### src/rtl/dbg_cmd_pkg.sv
// Package: shared types for the debug command engine.
// Assumes op codes are grouped under one upper nibble value.
package dbg_cmd_pkg;

    // Engine mode: background, debug, and the two single-step stages
    typedef enum logic [1:0] {
        MODE_BG    = 2'd0,
        MODE_DBG   = 2'd1,
        MODE_SEXIT = 2'd2,
        MODE_SRUN  = 2'd3
    } mode_t;

    // Action class of a decoded op code
    typedef enum logic [2:0] {
        ACT_NONE   = 3'd0,
        ACT_JUMP   = 3'd1,
        ACT_ARGS   = 3'd2,
        ACT_STEP   = 3'd3,
        ACT_RESUME = 3'd4
    } act_t;

    localparam logic [3:0] OP_GROUP = 4'h2;

endpackage

### src/rtl/dbg_op_decode.sv
// Module: combinational op code classifier.
// Maps an op byte to an action class and a command nibble.
// Assumes BYTE_W >= 8; the group sits in bits [7:4] and the code in [3:0].
module dbg_op_decode
    import dbg_cmd_pkg::*;
#(
    parameter int BYTE_W = 8
) (
    input  logic [BYTE_W-1:0] op_byte,
    output act_t              op_act,
    output logic [3:0]        op_code
);

    logic in_group;

    // Group test: the byte must carry the debug op code group
    always_comb begin
        in_group = (op_byte[7:4] == OP_GROUP);
        if (BYTE_W > 8) begin
            in_group = in_group && (op_byte[BYTE_W-1:4] == (BYTE_W-4)'(OP_GROUP));
        end
    end

    // Classify the low nibble into an action (R8: anything else is no action)
    always_comb begin
        op_code = op_byte[3:0];
        op_act  = ACT_NONE;
        if (in_group) begin
            case (op_byte[3:0])
                4'h1:                   op_act = ACT_JUMP;
                4'h2, 4'h3, 4'h4, 4'h5: op_act = ACT_ARGS;
                4'h6:                   op_act = ACT_STEP;
                4'h7:                   op_act = ACT_RESUME;
                default:                op_act = ACT_NONE;
            endcase
        end
    end

endmodule

### src/rtl/dbg_arg_collect.sv
// Module: operand gatherer.
// After start, takes 2*WORD_W/BYTE_W bytes: address lanes low to high,
// then data lanes low to high. Lanes keep their value until overwritten.
// Assumes WORD_W is a multiple of BYTE_W.
module dbg_arg_collect #(
    parameter int BYTE_W = 8,
    parameter int WORD_W = 16
) (
    input  logic              clk,
    input  logic              rst_n,
    input  logic              start,
    input  logic              take,
    input  logic [BYTE_W-1:0] byte_in,
    output logic              pending,
    output logic              last,
    output logic [WORD_W-1:0] addr_word,
    output logic [WORD_W-1:0] data_word
);

    localparam int LANES     = WORD_W / BYTE_W;
    localparam int ARG_BYTES = 2 * LANES;
    localparam int CNT_W     = $clog2(ARG_BYTES + 1);

    logic [CNT_W-1:0]  left_q;
    logic [CNT_W-1:0]  lane_idx;
    logic [BYTE_W-1:0] lane_q [ARG_BYTES];

    assign pending  = (left_q != '0);
    assign last     = take && (left_q == CNT_W'(1));
    assign lane_idx = CNT_W'(ARG_BYTES) - left_q;

    // Remaining-operand counter: loaded on start, counts down per byte
    always_ff @(posedge clk) begin
        if (!rst_n) begin
            left_q <= '0;
        end else if (start) begin
            left_q <= CNT_W'(ARG_BYTES);
        end else if (take && pending) begin
            left_q <= left_q - CNT_W'(1);
        end
    end

    // One byte lane per operand position, R6 ordering
    for (genvar g = 0; g < ARG_BYTES; g++) begin : g_lane
        always_ff @(posedge clk) begin
            if (!rst_n) begin
                lane_q[g] <= '0;
            end else if (take && pending && (lane_idx == CNT_W'(g))) begin
                lane_q[g] <= byte_in;
            end
        end
    end

    // Assemble the two words from their lanes
    for (genvar g = 0; g < LANES; g++) begin : g_word
        assign addr_word[g*BYTE_W +: BYTE_W] = lane_q[g];
        assign data_word[g*BYTE_W +: BYTE_W] = lane_q[LANES + g];
    end


    // no_overcount_chk
    no_overcount_chk: assert property (@(posedge clk) disable iff (!rst_n)
        left_q <= CNT_W'(ARG_BYTES));

endmodule

### src/rtl/dbg_mode_fsm.sv
// Module: debug mode controller.
// Tracks background/debug mode, runs the single-step sequence
// (exit, one CPU cycle, entry) and drives registered one-cycle strobes.
// Assumes do_step and do_resume are raised only while in debug mode.
module dbg_mode_fsm
    import dbg_cmd_pkg::*;
(
    input  logic clk,
    input  logic rst_n,
    input  logic brk_req,
    input  logic do_step,
    input  logic do_resume,
    output logic in_debug,
    output logic entry_pulse,
    output logic exit_pulse,
    output logic cpu_step
);

    mode_t mode_q, mode_d;

    assign in_debug = (mode_q == MODE_DBG);

    // Next-mode selection
    always_comb begin
        mode_d = mode_q;
        case (mode_q)
            MODE_BG:    if (brk_req) mode_d = MODE_DBG;
            MODE_DBG:   if (do_step) mode_d = MODE_SEXIT;
                        else if (do_resume) mode_d = MODE_BG;
            MODE_SEXIT: mode_d = MODE_SRUN;
            MODE_SRUN:  mode_d = MODE_DBG;
            default:    mode_d = MODE_BG;
        endcase
    end

    // Mode register and strobes, all registered together
    always_ff @(posedge clk) begin
        if (!rst_n) begin
            mode_q      <= MODE_BG;
            entry_pulse <= 1'b0;
            exit_pulse  <= 1'b0;
            cpu_step    <= 1'b0;
        end else begin
            mode_q      <= mode_d;
            entry_pulse <= (mode_q == MODE_BG && brk_req) || (mode_q == MODE_SRUN);
            exit_pulse  <= (mode_q == MODE_DBG) && (do_step || do_resume);
            cpu_step    <= (mode_q == MODE_SEXIT);
        end
    end


    // step_after_exit_chk
    step_after_exit_chk: assert property (@(posedge clk) disable iff (!rst_n)
        cpu_step |-> $past(exit_pulse));


    // entry_in_debug_chk
    entry_in_debug_chk: assert property (@(posedge clk) disable iff (!rst_n)
        entry_pulse |-> in_debug);


    // exit_single_chk
    exit_single_chk: assert property (@(posedge clk) disable iff (!rst_n)
        exit_pulse |=> !exit_pulse);


    // exit_leaves_debug_chk
    exit_leaves_debug_chk: assert property (@(posedge clk) disable iff (!rst_n)
        exit_pulse |-> !in_debug);

endmodule

### src/rtl/dbg_cmd_engine.sv
// Module: debug command engine top.
// Accepts op codes only in debug mode with no operands pending, gathers
// operands, writes the command field and requests the service vector jump.
// Assumes the host presents at most one byte per cycle.
module dbg_cmd_engine
    import dbg_cmd_pkg::*;
#(
    parameter int               BYTE_W  = 8,
    parameter int               WORD_W  = 16,
    parameter logic [WORD_W-1:0] SVC_VEC = 16'h8010
) (
    input  logic              clk,
    input  logic              rst_n,
    input  logic [BYTE_W-1:0] rx_byte,
    input  logic              rx_valid,
    input  logic              brk_req,
    output logic              in_debug,
    output logic              entry_pulse,
    output logic              exit_pulse,
    output logic              cpu_step,
    output logic              jump_req,
    output logic [WORD_W-1:0] jump_vec,
    output logic [3:0]        cmd_field,
    output logic [WORD_W-1:0] addr_word,
    output logic [WORD_W-1:0] data_word
);

    act_t       op_act;
    logic [3:0] op_code;
    logic       pending, last;
    logic       op_take, arg_take, start_args;
    logic [3:0] held_code_q;
    logic [3:0] cmd_q;
    logic       jump_q;

    assign jump_vec  = SVC_VEC;
    assign cmd_field = cmd_q;
    assign jump_req  = jump_q;

    assign op_take    = rx_valid && in_debug && !pending;
    assign arg_take   = rx_valid && in_debug && pending;
    assign start_args = op_take && (op_act == ACT_ARGS);

    dbg_op_decode #(.BYTE_W(BYTE_W)) u_decode (
        .op_byte (rx_byte),
        .op_act  (op_act),
        .op_code (op_code)
    );

    dbg_arg_collect #(.BYTE_W(BYTE_W), .WORD_W(WORD_W)) u_args (
        .clk       (clk),
        .rst_n     (rst_n),
        .start     (start_args),
        .take      (arg_take),
        .byte_in   (rx_byte),
        .pending   (pending),
        .last      (last),
        .addr_word (addr_word),
        .data_word (data_word)
    );

    dbg_mode_fsm u_mode (
        .clk         (clk),
        .rst_n       (rst_n),
        .brk_req     (brk_req),
        .do_step     (op_take && (op_act == ACT_STEP)),
        .do_resume   (op_take && (op_act == ACT_RESUME)),
        .in_debug    (in_debug),
        .entry_pulse (entry_pulse),
        .exit_pulse  (exit_pulse),
        .cpu_step    (cpu_step)
    );

    // Hold the op code nibble of an operand command until it completes
    always_ff @(posedge clk) begin
        if (!rst_n) begin
            held_code_q <= '0;
        end else if (start_args) begin
            held_code_q <= op_code;
        end
    end

    // Command field and service jump request
    always_ff @(posedge clk) begin
        if (!rst_n) begin
            cmd_q  <= '0;
            jump_q <= 1'b0;
        end else begin
            jump_q <= 1'b0;
            if (op_take && (op_act == ACT_JUMP)) begin
                cmd_q  <= op_code;
                jump_q <= 1'b1;
            end else if (last) begin
                cmd_q  <= held_code_q;
                jump_q <= 1'b1;
            end
        end
    end


    // jump_after_byte_chk
    jump_after_byte_chk: assert property (@(posedge clk) disable iff (!rst_n)
        jump_req |-> $past(rx_valid));


    // jump_in_debug_chk
    jump_in_debug_chk: assert property (@(posedge clk) disable iff (!rst_n)
        jump_req |-> in_debug);


    // pending_in_debug_chk
    pending_in_debug_chk: assert property (@(posedge clk) disable iff (!rst_n)
        pending |-> in_debug);

endmodule

### config.mk
export PLATFORM = sky130hd
export DESIGN_NAME = dbg_cmd_engine
export DESIGN_NICKNAME = d
export VERILOG_FILES = /design/src/rtl/dbg_cmd_pkg.sv /design/src/rtl/dbg_op_decode.sv /design/src/rtl/dbg_arg_collect.sv /design/src/rtl/dbg_mode_fsm.sv /design/src/rtl/dbg_cmd_engine.sv
export SDC_FILE = /design/constraint.sdc
export NUM_CORES = 1
export LEC_CHECK = 0
export CAP_MARGIN = 20
export CORE_UTILIZATION = 55
export DETAILED_ROUTE_END_ITERATION = 6
export DONT_BUFFER_PORTS = 1
export GPL_ROUTABILITY_DRIVEN = 0
export PLACE_DENSITY = 0.7
export SYNTH_ARGS = -nofsm -noshare
export SYNTH_HDL_FRONTEND = slang
export SYNTH_SLANG_ARGS = --single-unit
### constraint.sdc
create_clock -name clk -period 2.3 [get_ports clk]
set_input_delay 0.46 -clock clk [delete_from_list [all_inputs] [get_ports clk]]
set_output_delay 0.46 -clock clk [all_outputs]
set_load 0.05 [all_outputs]
==> impl_results.md <==
- Vias after detailed routing: 1301
- I/O Pins: 69
- Root Driver: clkbuf_8
- FF/Latch Area: 1301 um2
- Die Wd: 65.46 um
- Crit-path slowest cell: and3b_1
- Initial antenna violation count: 0
- Highest clock rate: 0.4620 GHz
- Most frequent cells in the layout: 35 x and3_1, 32 x edfxtp_1, 17 x dfxtp_1, 16 x conb_1, 11 x ha_1
- Starting Density: 58.73%
- Starting DRC count in detailed routing: 99
- Crit path arrival time: 2.34 ns
- Delay-heaviest family, CP: simple AND/OR/NAND/NOR gates
- Number of global-route vias before repair: 1214
- Final hold viol count: 0
- Tmin final: 2.165 ns
- WL met1: 1.677 mm
- DP HPWL: 2.848 mm
- DRT antenna net count: 0
- Nets: 205
- Worst-Margin Slew: 0.5186 ns
- Cell mode on critical path: ha_1
- Die footprint: 4284 um2
- Post-CTS Hold Buffers: 0
- Post-route setup slack: 0.1353 ns
- Layout cells sized above 1: 7.650%
- Ys async rst share: 0%
- Die Y: 65.46 um
- Syn Area/Cell: 12.17 um2
- DRT Pass-1 Iters: 4
- Area Overhead vs Synth: 2.542%
- Distinct cells, synth: 31
- Gr usage total: 20.22%
- Filler cell count: 289
- Status: complete, no violations
- CP bufs+invs: 1
- Final setup violating endpoints: 0
- Synth Register Bits: 49
- GR Overflow Total: 0
- Top routing layer in use: met4
- DR WL/cell: 17.17 um
- Area occupied by multi-input gates: 774.5 um2
- Final core occ: 60.22%
- Std-Cell Rows: 22
- Drt total wl: 3.967 mm
- Clk slew on worst S/H paths: 0.08 ns
- Core area: 3771 um2
- CTS Buf Count: 5
- Mapped Cells: 182
- CTS tree: done
- Global-route wire length before repair: 6.251 mm
- Post-synth EDFFs: 32
- Leakage: 1.011 nW
- Post-CTS Setup Inserts: 0
- Largest net degree at the start of global routing: 17
- Ys flop type: edfxtp_1
- Max clock buf depth: 2
- Final clock skew: 0.006914 ns
- Post-CTS Resized: 0
- Met2 WL: 1.961 mm
- Port Buffers: 0
- Met3 wire len: 225 um
- Fin Setup TNS: 0 ns
- Hold WC Path Type: in2reg
- Final Max Slew Viols: 0
- CP required: 2.47 ns
- Post-synthesis sequential area ratio: 58.76%
- Rel. slew slack: 65.38%
- Fraction of the cycle the final worst path needs: 94.12%
- Dpl ws: 0.1592 ns
- Crit-path cells: inv_1 -> ha_1 -> ha_1 -> and3b_1 -> and3_1 -> mux2i_1 -> a21oi_1
- RSZ-0062 raised after global routing: no
- Ant diodes: 0
- DRC: 0
- Maxcap violations: 0
- Crit Path Max Fanout: 10
- CTS Sinks: 49
- Crit. End Element: register
- YS warnings: 0
- Pwr/cell area: 724.7 nW/um2
- Largest stage delay, worst path: 0.42 ns
- Max H-tree Level: 2
- Max VDD drop: 0.3901 mV
- Commonest non-fill, non-tap cell in the layout: and3_1
- Mapped cell area: 2215 um2
- Worst skew pair latency: 0.29 ns
- Via/cell ratio: 5.632
- Setup CP Type: reg2reg
- Critical Path Source Type: register
synth_stat cells, types with 2 or more instances:
library cell / instances / area, um2
conb_1: 2 / 7.510
ha_1: 11 / 137.6
clkbuf_2: 3 / 15.01
a21oi_1: 5 / 25.02
inv_1: 7 / 26.28
and4bb_2: 2 / 25.02
and3_1: 35 / 219.0
buf_4: 17 / 127.6
dfxtp_1: 17 / 340.3
nor2_1: 10 / 37.54
nand2_1: 8 / 30.03
mux2i_1: 7 / 70.07
nand4_1: 2 / 12.51
buf_2: 3 / 15.01
xnor2_1: 2 / 17.52
edfxtp_1: 32 / 960.9
nand3_1: 5 / 25.02
worst paths after layout:
check | startpoint | end | slack (ns) | cells past startpoint
max reg2reg | u_args.left_q[0] | cmd_field[0] | 0.14 | 7
max | u_args.left_q[0] | cmd_field[0] | 0.14 | 7
min | rst_n | u_mode.cpu_step | 0.30 | 1
min reg2reg | held_code_q[3] | held_code_q[3] | 0.49 | 1
per-stage QoR:
| step | power, mW | hold slack [ns] | instances | area [um2] |
|---|---|---|---|---|
| finish | 1.646 | 0.2978 | 231 | 2271 |
| global route | 1.697 | 0.2872 | 231 | 2271 |
| CTS | 1.654 | 0.2869 | 231 | 2271 |
| detailed placement | 1.196 | 0.4669 | 223 | 2188 |
| global placement | 1.191 | 0.4710 | 223 | 2188 |
| floorplan | 1.205 | 0.4523 | 196 | 2267 |
registers in the layout, indices dropped and copies added (netlist names):
| register | flops |
|---|---|
| u_args.lane_q | 32 |
| cmd_field | 4 |
| held_code_q | 4 |
| u_args.left_q | 3 |
| u_mode.mode_q | 2 |
| jump_req | 1 |
| u_mode.cpu_step | 1 |
| u_mode.entry_pulse | 1 |
| u_mode.exit_pulse | 1 |
cell type report:
cell class              count  share of cell area [%]
flip-flops and latches     49                   57.30
multi-input cells         115                   34.10
clock buffers               6                   3.196
well taps                  48                   2.645
inverters                   8                   1.322
repair buffers              3                  0.9917
clock inverters             2                  0.4408
power by group:
| group | switching [mW] | total (mW) | internal [mW] | leakage, nW |
|---|---|---|---|---|
| clock network | 0.259 | 0.469 | 0.210 | 0.0411 |
| registers | 0.0877 | 1.05 | 0.959 | 0.468 |
| logic | 0.107 | 0.130 | 0.0231 | 0.503 |
logic make-up (layout without fill, tap and decap cells):
kind of cell / count (synthesis) / in the layout / share of synthesized area (%)
AOI/OAI and AO/OA: 11 / 11 / 4.464
xor gates and xnor gates: 3 / 3 / 1.187
adders and majority gates: 11 / 11 / 6.215
buffers and inverters: 32 / 19 / 8.643
DFF: 49 / 49 / 58.76
muxes: 7 / 7 / 3.164
other: 2 / 16 / 0.3391
and+or+nand+nor: 67 / 67 / 17.23
routing by layer:
metal  track usage (%)  vias up
met3             6.250        9
li1                  -      610
met4             7.880        0
met2             33.51       52
met1             24.49      630
met5                 0        -
No activity file was read; power rests on OpenSTA's default activity.
